<file path="config.mk">
export PLATFORM = sky130hd
export DESIGN_NAME = memmap_xlat
export DESIGN_NICKNAME = d
export VERILOG_FILES = /design/src/rtl/memmap_pkg.sv /design/src/rtl/memmap_ctrl.sv /design/src/rtl/memmap_dp.sv /design/src/rtl/memmap_xlat.sv
export SDC_FILE = /design/constraint.sdc
export NUM_CORES = 1
export LEC_CHECK = 0
export ABC_AREA = 1
export ABC_CLOCK_PERIOD_IN_PS = 1500
export BUFFER_PORTS_ARGS = -buffer_cell sky130_fd_sc_hd__buf_2
export CORE_AREA = 2 2 51 53
export DETAILED_ROUTE_END_ITERATION = 8
export DIE_AREA = 0 0 53 55
export GPL_ROUTABILITY_DRIVEN = 1
export PLACE_DENSITY = 0.91
export SLEW_MARGIN = 0
export SYNTH_ARGS = -nofsm -noshare
export SYNTH_HDL_FRONTEND = slang
export SYNTH_HIERARCHICAL = 1
export SYNTH_SLANG_ARGS = --single-unit
export TNS_END_PERCENT = 100
</file>
<file path="constraint.sdc">
create_clock -name clk -period 1.5 [get_ports clk]
set_input_delay 0.075 -clock clk [delete_from_list [all_inputs] [get_ports clk]]
set_output_delay 0.075 -clock clk [all_outputs]
set_load 0.02 [all_outputs]
</file>
<file path="src/rtl/memmap_pkg.sv">
package memmap_pkg;

  localparam int AddrW    = 16;
  localparam int BankW    = 2;
  localparam int FlashOffW = 17;
  localparam int SramOffW = 13;
  localparam int RegOffW  = 7;

  typedef enum logic [4:0] {
    TGT_FLASH = 5'b00001,
    TGT_SRAM  = 5'b00010,
    TGT_RADIO = 5'b00100,
    TGT_SFR   = 5'b01000,
    TGT_NONE  = 5'b10000
  } target_e;

  // Settings passed from the control module to the datapath
  typedef struct packed {
    logic [BankW-1:0] bankSel;
    logic             unifiedMode;
  } mapCfg_t;

endpackage

</file>
<file path="src/rtl/memmap_ctrl.sv">
module memmap_ctrl
  import memmap_pkg::*;
(
  input  logic             clk,
  input  logic             rstN,
  input  logic             bankWrEn,
  input  logic [BankW-1:0] bankWrData,
  input  logic             ctrlWrEn,
  input  logic [BankW:0]   ctrlWrData,
  output mapCfg_t          cfg
);

  logic [BankW-1:0] bankQ;
  logic             unifiedQ;

  always_ff @(posedge clk or negedge rstN) begin
    if (!rstN) begin
      bankQ    <= '0;
      unifiedQ <= 1'b0;
    end else begin
      // primary port has priority on the shared bank field
      if (bankWrEn)
        bankQ <= bankWrData;
      else if (ctrlWrEn)
        bankQ <= ctrlWrData[BankW-1:0];
      if (ctrlWrEn)
        unifiedQ <= ctrlWrData[BankW];
    end
  end

  assign cfg.bankSel     = bankQ;
  assign cfg.unifiedMode = unifiedQ;


  bank_prio_chk: assert property (@(posedge clk) disable iff (!rstN)
    (bankWrEn && ctrlWrEn) |=> (cfg.bankSel == $past(bankWrData)));


  ctrl_mirror_chk: assert property (@(posedge clk) disable iff (!rstN)
    (ctrlWrEn && !bankWrEn) |=> (cfg.bankSel == $past(ctrlWrData[BankW-1:0])));


  mode_write_chk: assert property (@(posedge clk) disable iff (!rstN)
    ctrlWrEn |=> (cfg.unifiedMode == $past(ctrlWrData[BankW])));


  cfg_hold_chk: assert property (@(posedge clk) disable iff (!rstN)
    (!bankWrEn && !ctrlWrEn) |=> $stable(cfg));

endmodule

</file>
<file path="src/rtl/memmap_dp.sv">
module memmap_dp
  import memmap_pkg::*;
#(
  parameter int FLASH_BANKS = 4
) (
  input  logic                 clk,
  input  logic                 rstN,
  input  mapCfg_t              cfg,
  input  logic [AddrW-1:0]     dAddr,
  input  logic [AddrW-1:0]     cAddr,
  input  logic [7:0]           directAddr,
  output logic [4:0]           dSel,
  output logic [FlashOffW-1:0] dOff,
  output logic [4:0]           cSel,
  output logic [FlashOffW-1:0] cOff,
  output logic [SramOffW-1:0]  directOff
);

  localparam bit            BigFlash  = (FLASH_BANKS > 1);
  localparam logic [15:0]   SramBase  = 16'hE000;
  localparam logic [15:0]   SfrBase   = 16'hDF80;
  localparam logic [15:0]   RadioBase = 16'hDF00;
  localparam logic [15:0]   WinBase   = 16'h8000;
  localparam int            NumPorts  = 2;

  logic [AddrW-1:0]     addrV [NumPorts];
  target_e              selV  [NumPorts];
  logic [FlashOffW-1:0] offV  [NumPorts];

  assign addrV[0] = dAddr;
  assign addrV[1] = cAddr;

  for (genvar gi = 0; gi < NumPorts; gi++) begin : g_port
    localparam bit IsCode = (gi == 1);
    logic [AddrW-1:0] a;
    logic             banked;
    assign a = addrV[gi];
    // only the code port ever uses the bank number
    assign banked = IsCode;

    always_comb begin
      selV[gi] = TGT_NONE;
      offV[gi] = '0;
      if (banked && !cfg.unifiedMode) begin
        if (a < WinBase) begin
          selV[gi] = TGT_FLASH;
          offV[gi] = {1'b0, a};
        end else if (BigFlash) begin
          selV[gi] = TGT_FLASH;
          offV[gi] = {cfg.bankSel, a[14:0]};
        end
      end else begin
        if (a >= SramBase) begin
          selV[gi] = TGT_SRAM;
          offV[gi] = {4'b0, a[SramOffW-1:0]};
        end else if (a >= SfrBase) begin
          selV[gi] = TGT_SFR;
          offV[gi] = {10'b0, a[RegOffW-1:0]};
        end else if (a >= RadioBase) begin
          selV[gi] = TGT_RADIO;
          offV[gi] = {10'b0, a[RegOffW-1:0]};
        end else if (a < WinBase) begin
          selV[gi] = TGT_FLASH;
          offV[gi] = {1'b0, a};
        end else if (BigFlash) begin
          selV[gi] = TGT_FLASH;
          offV[gi] = banked ? {cfg.bankSel, a[14:0]} : {1'b0, a};
        end
      end
    end
  end

  assign dSel = selV[0];
  assign dOff = offV[0];
  assign cSel = selV[1];
  assign cOff = offV[1];

  // direct-data space lives in the last 256 bytes of SRAM
  assign directOff = {5'h1F, directAddr};


  sel_onehot_chk: assert property (@(posedge clk) disable iff (!rstN)
    ($countones(dSel) == 1) && ($countones(cSel) == 1));


  data_sram_chk: assert property (@(posedge clk) disable iff (!rstN)
    (dAddr[15:13] == 3'b111) |-> (dSel == TGT_SRAM && dOff[12:0] == dAddr[12:0]));


  code_low_chk: assert property (@(posedge clk) disable iff (!rstN)
    (!cAddr[15]) |-> (cSel == TGT_FLASH && cOff == {1'b0, cAddr}));


  unified_noflash_chk: assert property (@(posedge clk) disable iff (!rstN)
    (cfg.unifiedMode && cAddr > 16'hDEFF) |-> (cSel != TGT_FLASH && cSel == dSel)
      || (cAddr != dAddr));


  direct_alias_chk: assert property (@(posedge clk) disable iff (!rstN)
    (dAddr == {8'hFF, directAddr}) |-> (dOff[SramOffW-1:0] == directOff));

endmodule

</file>
<file path="src/rtl/memmap_xlat.sv">
module memmap_xlat
  import memmap_pkg::*;
#(
  parameter int FLASH_BANKS = 4
) (
  input  logic                 clk,
  input  logic                 rstN,
  input  logic [AddrW-1:0]     dAddr,
  output logic [4:0]           dSel,
  output logic [FlashOffW-1:0] dOff,
  input  logic [AddrW-1:0]     cAddr,
  output logic [4:0]           cSel,
  output logic [FlashOffW-1:0] cOff,
  input  logic [7:0]           directAddr,
  output logic [SramOffW-1:0]  directOff,
  input  logic                 bankWrEn,
  input  logic [BankW-1:0]     bankWrData,
  output logic [BankW-1:0]     bankRdData,
  input  logic                 ctrlWrEn,
  input  logic [BankW:0]       ctrlWrData,
  output logic [BankW:0]       ctrlRdData
);

  mapCfg_t cfg;

  memmap_ctrl u_ctrl (
    .clk        (clk),
    .rstN       (rstN),
    .bankWrEn   (bankWrEn),
    .bankWrData (bankWrData),
    .ctrlWrEn   (ctrlWrEn),
    .ctrlWrData (ctrlWrData),
    .cfg        (cfg)
  );

  memmap_dp #(.FLASH_BANKS(FLASH_BANKS)) u_dp (
    .clk        (clk),
    .rstN       (rstN),
    .cfg        (cfg),
    .dAddr      (dAddr),
    .cAddr      (cAddr),
    .directAddr (directAddr),
    .dSel       (dSel),
    .dOff       (dOff),
    .cSel       (cSel),
    .cOff       (cOff),
    .directOff  (directOff)
  );

  // both register locations read the same stored bank
  assign bankRdData = cfg.bankSel;
  assign ctrlRdData = {cfg.unifiedMode, cfg.bankSel};

endmodule

</file>
Yosys cells after proc, flatten, opt, wreduce, memory -nomap -nowiden
Cells that the tools add are included.
Operators by class
  reductions and logical operators: 1
  order comparisons: 7
  mux-type cells: 17
Operators with widths (number)
  two-way mux 17 bit: 7
  >= comparator 16 bit (second input constant): 6
  two-way mux 5 bit: 5
  less-than comparator 16 bit (second input constant): 1
  two-way mux 16 bit: 1
  two-way mux 3 bit: 2
  two-way mux 2 bit: 2
  nonzero test 2 bit: 1
Word-level totals
  output and inout bits: 62
  bits in registers: 3

Longest topological paths before layout
  depth in word-level cells: 6
  depth in mapped cells: 6
  gate-level depth less buffers: 5

Hierarchy
The synthesis kept the hierarchy.
By module, submodules not included
  memmap_dp: instances 1, cells an instance 96, sequential area each 0.0 sq um, area an instance 541.8 sq um
  memmap_ctrl: instances 1, cells an instance 17, sequential area each 75.1 sq um, area an instance 140.1 sq um
  memmap_xlat: instances 1, cells an instance 2, sequential area each 0.0 sq um, area an instance 15.0 sq um

Least setup slack after synthesis
OpenSTA, ideal clock, no wires.
  kind: register to output
  from: register u_ctrl.unifiedQ
  to: output cSel[2]
  path buffers: 1
  data required time: 1.425 ns
  setup slack: 0.347 ns
  stages on the path, launching flop included: 6
  arrival time: 1.078 ns
  path through: dfrtp_1 buf_4 nand2_1 nor2_2 nand3_4 nor2_1
Between the ends
  cells in the longest elaborated chain, start to end: 1
Ends and longest elaborated chain
  from (decl): line memmap_ctrl.sv:14  | logic unifiedQ;
  from (signal assigned): line memmap_ctrl.sv:27  | unifiedQ <= ctrlWrData[BankW];
  two-way mux 5 bit: line memmap_dp.sv:44  | if (banked && !cfg.unifiedMode) begin
  to (decl): line memmap_xlat.sv:12  | output logic [4:0] cSel,
No other way between the ends.

Worst setup path in the final report
  from: register u_ctrl.unifiedQ
  to: output cOff[11]
Between the ends
  cells in the longest elaborated chain, start to end: 1
Ends and longest elaborated chain
  two-way mux 17 bit: line memmap_dp.sv:44
  to (decl): line memmap_xlat.sv:13  | output logic [FlashOffW-1:0] cOff,
No other way between the ends.

==> results.toml <==
[status]
outcome = "completed"

[sta]
tns_ns = 0
period_needed_ns = 1.32
finalMaxSlewViolations = 0
hold_viol_final = 0
setup_viol = 0
fin_crit_sh = 0.878
fmax_mhz = 760
hold_slack_ns = 0.0485
finClkSkew_ns = 0
rsz0062_at_grt = "no"

[hold_path]
hold_end = "u_ctrl/unifiedQ"
hp-class = "input pin to flip-flop"
hold-path-cell-count = 3
hp-start = "ctrlWrData[2]"

[floorplanning]
die_h_um = 55
core-area_mm2 = 0.00236
dieArea_mm2 = 0.00292
start_util = 0.295
rows = 18
ioPinCount = 111
die_w_um = 53

[final_layout]
drive_gt1_frac = 0.477
area_growth_pct = 19.9
fillers = 279
nets = 201
antennaDiodeCount = 0
design_area_um2 = 836
final_util = 0.353

[critical_path]
regToRegEndpoint = "u_ctrl/bankQ[0]"
endpoint_kind = "output port"
start_kind = "flip-flop"
rrSetupSlack_ns = 0.84
worstPathArrival_ns = 1.24
worstReg2RegStart = "u_ctrl/bankQ[0]"
cp_common_cell = "nand2_1"
cp_slowest_cell = "dfrtp_1"
crit_family = "simple AND/OR/NAND/NOR gates"
crit_chain = "nand2_1 -> nor2_2 -> nand3_4 -> nand2_1 -> inv_1 -> buf_2"
path_class = "flip-flop to output port"
crit_fanout = 8
cp.required_ns = 1.42
critPathMaxStageDelay_ns = 0.38
ff2ff_path_depth = 2
crit_buf_inv = 2

[synth]
synth_top_area_share = 0.355
synthCells = 115
synth.most_common_cell = "buf_4"
synth_common_cells = "buf_4, inv_1, nand2_1"
synth_flop_cell = "dfrtp_1"
yosys_register_bits = 3
synth.distinct_cells = 17
synth_area_leaders = "buf_4, inv_1, dfrtp_1, nand2_1, nor2_1"
synth_top_area_cell = "buf_4"
seq_area_frac_synth = 0.108
syn-cell-area_um2 = 697
async_reset_ff_frac = 1.00
ys.warnings.count = 6
synth_edf_count = 0
avgSynthCellArea_um2 = 6.06

[global_routing]
grt_use_total = 0.118
grt-ovfl-total = 0
antenna_found_initial = 0
first_global_vias = 654
grt_pass1_wl_um = 2440
grt_max_degree = 9

[routing]
vias = 738
drt-pass1-iter-count = 4
via_per_inst = 4.08
first_iter_violations = 9
avgRoutedWirePerCell_um = 9.06
totalWireLength_um = 1640
drc = 0
ant_nets = 0

[run]
drv_cap = 0

[placed_design]
postPlaceCellArea_um2 = 800
dp_hpwl_um = 1470
port_buffers = 58
place.gp.congestion = 0.719

[clock_tree]
cts_buffers = 3
clock_path_buffers = 2
cts_tree = "done"
cts_root_buf = "clkbuf_4"
ctsHoldBuffers = 1
ctsResizeCount = 0
clock-sinks = 3
cts_setup_buffers = 0
htreeDepth = 1
clk_pin_slew_ns = 0.04
insertion_delay_ns = 0.23

[power_and_ir_drop]
p_leak_nw = 0.560
power.density_mw_per_mm2 = 561
irDropWorstVdd_v = 0.000287
[layer usage]
| layer | track usage | vias up | share of wire | wire (µm) |
|---|---|---|---|---|
| li1 | - | 373 | - | - |
| met1 | 0.0972 | 299 | 0.31 | 506 |
| met2 | 0.225 | 62 | 0.49 | 799 |
| met3 | 0.0403 | 4 | 0.19 | 312 |
| met4 | 0.0983 | 0 | 0.013 | 21 |
| met5 | 0 | - | 0 | 0 |
[power breakdown]
| group | switching, mW | leakage (nW) | total [mW] | internal [mW] |
|---|---|---|---|---|
| clock | 0.0412 | 0.0150 | 0.141 | 0.0997 |
| sequential | 0.00789 | 0.0364 | 0.0969 | 0.0890 |
| combinational | 0.151 | 0.509 | 0.232 | 0.0801 |
| total | 0.201 | 0.560 | 0.469 | 0.269 |
[metrics by stage]
stage	power (mW)	setup slack (ns)	std cells
global route	0.503	0.0413	181
floorplan	0.344	0.347	121
global placement	0.327	0.478	176
detailed placement	0.330	0.420	176
CTS	0.483	0.165	181
finish	0.469	0.184	181
[tightest hold or removal path: cells and delay by family]
| kind | cells | cell delay [ns] |
|---|---|---|
| simple gates | 1 | 0.03 |
| compound gates | 1 | 0.06 |
| buf+inv | 1 | 0.07 |
[final cells by class]
type | count | area [µm²] | area share
sequential | 3 | 75.1 | 0.0898
clock buffer | 4 | 26.3 | 0.0314
inverter | 23 | 86.3 | 0.103
tap | 30 | 37.5 | 0.0449
multi-input combinational | 62 | 310 | 0.371
timing repair buffer | 59 | 300 | 0.359
[sequential cells by signal (all words and copies together) (netlist names)]
name             flops
u_ctrl/unifiedQ      1
u_ctrl/bankQ         2
[cells by family (layout without fill, tap and decap cells)]
group / Yosys count / after routing / synth area share
compound gates: 7 / 7 / 0.0646
buf+inv: 56 / 86 / 0.479
flops: 3 / 3 / 0.108
other cells: 2 / 8 / 0.0108
simple gates: 47 / 47 / 0.338
[worst max-delay path by stage]
stage | endpoint | start | depth (start not counted) | slack (ns)
finish | cOff[11] | u_ctrl/unifiedQ | 6 | 0.18
global route | cOff[14] | u_ctrl/unifiedQ | 6 | 0.04
CTS | cOff[11] | u_ctrl/unifiedQ | 6 | 0.17
detailed placement | cOff[11] | u_ctrl/unifiedQ | 6 | 0.42
global placement | cOff[16] | u_ctrl/unifiedQ | 6 | 0.48
floorplan | cSel[2] | u_ctrl/unifiedQ | 5 | 0.35
[cells in the final DEF, fill, tap and decap left out, drive strengths merged, types with 2 or more instances in the layout]
cell type and count:
a21boi 4, a21oi 2, buf 58, clkbuf 4, conb 8, dfrtp 3
inv 23, nand2 22, nand3 7, nor2 16
No activity file was read; power rests on OpenSTA's default activity.
